$ cat src/rtl/dcnt_pkg.sv
package dcnt_pkg;
  // Width of the count register; address of the table is this plus one.
  parameter int CNT_W = 4;

  // Word read out of the transition table for one clock.
  typedef struct packed {
    logic [CNT_W-1:0] nextState;
    logic             wrapFlag;
  } step_t;
endpackage

$ cat src/rtl/dcnt_next_rom.sv
module dcnt_next_rom
  import dcnt_pkg::*;
#(
  parameter int MODULUS = 10
) (
  input  logic [CNT_W-1:0] stateQ,
  input  logic             countDown,
  output step_t            step
);
  localparam int ADDR_W = CNT_W + 1;
  localparam int DEPTH  = 1 << ADDR_W;
  localparam int SPAN   = 1 << CNT_W;

  // Computes one table word; address = {direction, present state}.
  function automatic step_t entryFor(int addr);
    step_t e;
    int    st;
    bit    dn;
    st = addr % SPAN;
    dn = ((addr / SPAN) % 2) == 1;
    e.wrapFlag = 1'b0;
    if (st >= MODULUS) begin
      e.nextState = '0;
    end else if (!dn) begin
      if (st == MODULUS - 1) begin
        e.nextState = '0;
        e.wrapFlag  = 1'b1;
      end else begin
        e.nextState = CNT_W'(st + 1);
      end
    end else begin
      if (st == 0) begin
        e.nextState = CNT_W'(MODULUS - 1);
        e.wrapFlag  = 1'b1;
      end else begin
        e.nextState = CNT_W'(st - 1);
      end
    end
    return e;
  endfunction

  step_t romWord [DEPTH];

  for (genvar a = 0; a < DEPTH; a++) begin : g_word
    assign romWord[a] = entryFor(a);
  end

  logic [ADDR_W-1:0] romAddr;
  assign romAddr = {countDown, stateQ};
  assign step    = romWord[romAddr];
endmodule

$ cat src/rtl/dcnt_state_reg.sv
module dcnt_state_reg
  import dcnt_pkg::*;
(
  input  logic             clk,
  input  logic             rst,
  input  step_t            step,
  output logic [CNT_W-1:0] stateQ
);
  always_ff @(posedge clk) begin
    if (rst) stateQ <= '0;
    else     stateQ <= step.nextState;
  end
endmodule

$ cat src/rtl/decade_rom_counter.sv
module decade_rom_counter
  import dcnt_pkg::*;
#(
  parameter int MODULUS = 10
) (
  input  logic             clk,
  input  logic             rst,
  input  logic             countDown,
  output logic [CNT_W-1:0] count,
  output logic             carry
);
  localparam logic [CNT_W-1:0] LAST = CNT_W'(MODULUS - 1);
  localparam logic [CNT_W-1:0] TOP  = CNT_W'(MODULUS);

  step_t step;

  dcnt_next_rom #(.MODULUS(MODULUS)) u_rom (
    .stateQ    (count),
    .countDown (countDown),
    .step      (step)
  );

  dcnt_state_reg u_state (
    .clk    (clk),
    .rst    (rst),
    .step   (step),
    .stateQ (count)
  );

  assign carry = step.wrapFlag;

  // counting up inside the decade adds one
  a_r2_up_step: assert property (@(posedge clk) disable iff (rst)
    (!countDown && count < LAST) |=> (count == CNT_W'($past(count) + 1'b1)));

  // flag raised at 9 going up, and wrap to zero
  a_r3_up_wrap: assert property (@(posedge clk) disable iff (rst)
    (!countDown && count == LAST) |-> carry ##1 (count == '0));

  // counting down inside the decade subtracts one
  a_r4_down_step: assert property (@(posedge clk) disable iff (rst)
    (countDown && count != '0 && count <= LAST) |=> (count == CNT_W'($past(count) - 1'b1)));

  // flag raised at 0 going down, and wrap to the top code
  a_r5_down_wrap: assert property (@(posedge clk) disable iff (rst)
    (countDown && count == '0) |-> carry ##1 (count == LAST));

  // flag only at the two wrap points
  a_r6_flag_only_wrap: assert property (@(posedge clk) disable iff (rst)
    carry |-> ((!countDown && count == LAST) || (countDown && count == '0)));

  // codes above the decade recover to zero without a flag
  a_r7_recover: assert property (@(posedge clk) disable iff (rst)
    (count >= TOP) |-> !carry ##1 (count == '0));
endmodule

$ cat config.mk
export PLATFORM = sky130hd
export DESIGN_NAME = decade_rom_counter
export DESIGN_NICKNAME = d
export VERILOG_FILES = /design/src/rtl/dcnt_pkg.sv /design/src/rtl/dcnt_next_rom.sv /design/src/rtl/dcnt_state_reg.sv /design/src/rtl/decade_rom_counter.sv
export SDC_FILE = /design/constraint.sdc
export NUM_CORES = 1
export LEC_CHECK = 0
export BUFFER_PORTS_ARGS = -buffer_cell sky130_fd_sc_hd__buf_2
export CAP_MARGIN = 10
export CELL_PAD_IN_SITES_DETAIL_PLACEMENT = 1
export CELL_PAD_IN_SITES_GLOBAL_PLACEMENT = 1
export CORE_AREA = 10 10 47 49
export CTS_CLUSTER_SIZE = 24
export DETAILED_ROUTE_END_ITERATION = 8
export DIE_AREA = 0 0 57 59
export GPL_TIMING_DRIVEN = 1
export HOLD_SLACK_MARGIN = 0.06
export PLACE_DENSITY_LB_ADDON = 0.1
export SLEW_MARGIN = 20
export SYNTH_ARGS = -nofsm -noshare
export SYNTH_HDL_FRONTEND = slang
export SYNTH_SLANG_ARGS = --single-unit
$ cat constraint.sdc
create_clock -name clk -period 2 [get_ports clk]
set_clock_uncertainty 0.1 [all_clocks]
set_input_delay 0.3 -clock clk [delete_from_list [all_inputs] [get_ports clk]]
set_output_delay 0.3 -clock clk [all_outputs]
set_load 0.01 [all_outputs]
==> flow_metrics.env <==
export IMPL_run_status="complete, no violations"
export IMPL_gr_usage_all_layers_pct=6.52
export IMPL_dp_cells=59
export IMPL_cts_root_buf="clkbuf_4"
export IMPL_yosysTopAreaCell="dfxtp_1"
export IMPL_diodes=0
export IMPL_wl_um=955
export IMPL_drc=0
export IMPL_grt_pass1_vias=346
export IMPL_start_util_pct=24.5
export IMPL_synth_seq_cells=4
export IMPL_path_clk_slew_ns=0.04
export IMPL_place_hpwl_um=758
export IMPL_yosys_top_cells_count="5 x ha_1, 4 x dfxtp_1, 3 x nand2_1, 3 x nor2_1"
export IMPL_drv_cap=0
export IMPL_worstMarginPinSlew_ns=0.469
export IMPL_holdCritPathClass="in -> reg"
export IMPL_fin_nets=56
export IMPL_multi_input_area_sq_um=236
export IMPL_critical_path_max_stage_delay_ns=0.36
export IMPL_dpl_worst_slack_ns=0.387
export IMPL_irDropWorstVdd_uv=532
export IMPL_regToRegSetupSlack_ns=0.58
export IMPL_h_tree_depth=1
export IMPL_grt_max_degree=15
export IMPL_end_kind="primary output"
export IMPL_die_height_um=59
export IMPL_cp_depth=6
export IMPL_worstHoldEndpoint="u_state.stateQ[2]"
export IMPL_finalHoldViolCount=0
export IMPL_antenna_found_initial=0
export IMPL_ys_seq_area_share_pct=23.4
export IMPL_power_density_nw_per_um2=941
export IMPL_rsz0062_at_grt="no"
export IMPL_period_minus_slack_ns=1.80
export IMPL_cts_sinks=4
export IMPL_hold_buffers=0
export IMPL_drive_gt1_share_pct=26.1
export IMPL_insertion_delay_ns=0.24
export IMPL_synthTopCellsByArea="dfxtp_1 23%, ha_1 18%, nand4b_1 5.1%"
export IMPL_viasPerCell=5.00
export IMPL_grt_pass1_wl_um=1610
export IMPL_finalNonFillerCells=62
export IMPL_yosys_most_used_dff="dfxtp_1"
export IMPL_min_delay_path_depth=2
export IMPL_syn_nets=47
export IMPL_min_from="rst"
export IMPL_slew_limit_headroom_pct=68.7
export IMPL_cp_max_fo=6
export IMPL_largest_reg_flops=4
export IMPL_post_route_period_util_pct=90.2
export IMPL_io_pins=8
export IMPL_syn_to_final_growth_pct=17.2
export IMPL_arrival_ns=1.40
export IMPL_synth_cell_types=23
export IMPL_finalWorstSetupSlack_ns=0.196
export IMPL_cp_required_ns=1.60
export IMPL_top_regs="u_state.stateQ x4"
export IMPL_dr_total_vias=310
export IMPL_p_leak_uw=0.000178
export IMPL_synth_edff_count=0
export IMPL_worst_path_buf_inv=2
export IMPL_critPathSlowestCell="dfxtp_1"
export IMPL_die_area_sq_um=3360
export IMPL_yosys_area_top_type_share_pct=23.4
export IMPL_dr_first_iter_drc_count=4
export IMPL_finalWeightedCongestion=0.658
export IMPL_die_width_um=57
export IMPL_synth_cells=39
export IMPL_yosysMostFrequentCell="ha_1"
export IMPL_r2r_end="u_state.stateQ[1]"
export IMPL_final_max_slew_viol_count=0
export IMPL_max_freq_mhz=554
export IMPL_ant_nets=0
export IMPL_dr_pass1_iters=4
export IMPL_synth_avg_cell_area_sq_um=8.79
export IMPL_crit_family="flip-flops"
export IMPL_fillers=185
export IMPL_setup_violations_final=0
export IMPL_cts_buffers=3
export IMPL_utilization_pct=28.7
export IMPL_io_buffers=7
export IMPL_path_cells="inv_1 > ha_2 > nand2_1 > o22a_1 > nor2_1 > buf_2"
export IMPL_r2r_start="u_state.stateQ[0]"
export IMPL_critical_path_startpoint_type="register"
export IMPL_async_reset_ff_share_pct=0
export IMPL_fp_coreArea_sq_um=1400
export IMPL_fin_setup_tns_ns=0
export IMPL_rows=14
export IMPL_largest_register="u_state.stateQ"
export IMPL_syn_area_sq_um=343
export IMPL_seq_area_sq_um=80.1
export IMPL_clk_path_buf_depth=2
export IMPL_wl_per_cell_um=15.4
export IMPL_ys_warn_count=0
export IMPL_cts_tree="done"
export IMPL_overflow=0
export IMPL_crit_type="reg -> out"
export IMPL_rr_worst_depth=5
cells in the final DEF, fill, tap and decap left out:
cell      n
buf_2     7
ha_1      4
dfxtp_1   4
nand2_1   3
nor2_1    3
clkbuf_4  3
inv_1     2
a31oi_1   2
a21oi_1   2
nand4b_1  2
o22a_1    1
o22ai_1   1
nor3b_1   1
o21bai_1  1
and3b_1   1
xor2_1    1
nand3b_1  1
and2b_1   1
nor4bb_1  1
or4b_1    1
nand2b_1  1
a32oi_1   1
mux2_2    1
ha_2      1
kinds of logic after synthesis:
logic type      share of synthesized area, %
buf+inv                                 8.39
simple gates                            28.5
mux                                     3.28
compound gates                          15.7
flops                                   23.4
fa+ha+maj                               18.2
xor+xnor                                2.56
power by group:
group	leakage, uW	switching (uW)	internal, uW
Clock	0.0000138	36.9	67.3
Combinational	0.000131	73.2	70.4
Sequential	0.0000329	34.7	95.4
Total	0.000178	145	233
layer usage:
metal	GRT usage (%)	vias up	routed length, um
met3	4.72	3	104
met2	10.7	11	470
li1	-	153	-
met1	5.33	143	366
met4	5.03	0	13
met5	0	-	0
final cells by class:
| class | count | area share (%) |
|---|---|---|
| Multi-Input combinational cell | 30 | 58.9 |
| Sequential cell | 4 | 19.9 |
| Timing Repair Buffer | 7 | 8.72 |
| Clock buffer | 3 | 5.61 |
| Tap cell | 16 | 4.98 |
| Inverter | 2 | 1.87 |
how the worst max path moves through the flow:
stage | startpoint | end | slack [ns]
final | u_state.stateQ[0] | carry | 0.20
after global routing | u_state.stateQ[0] | carry | 0.06
after CTS | u_state.stateQ[0] | carry | 0.12
after detailed placement | u_state.stateQ[0] | carry | 0.39
after global placement | u_state.stateQ[0] | carry | 0.43
after floorplan | u_state.stateQ[0] | carry | 0.54
per-stage QoR:
step	power, uW	hold slack (ns)	area, sq um
CTS	385	0.161	399
global placement	266	0.412	377
detailed placement	278	0.419	377
floorplan	227	0.269	343
finish	378	0.166	402
global route	415	0.169	402
timing repair:
item | 4_1_cts | 5_1_grt
setup endpoints to repair | 0 | 1
setup buffers | 0 | 0
hold endpoints to repair | 0 | 0
resized for setup | 0 | 1
Power figures use the tool's default switching activity.
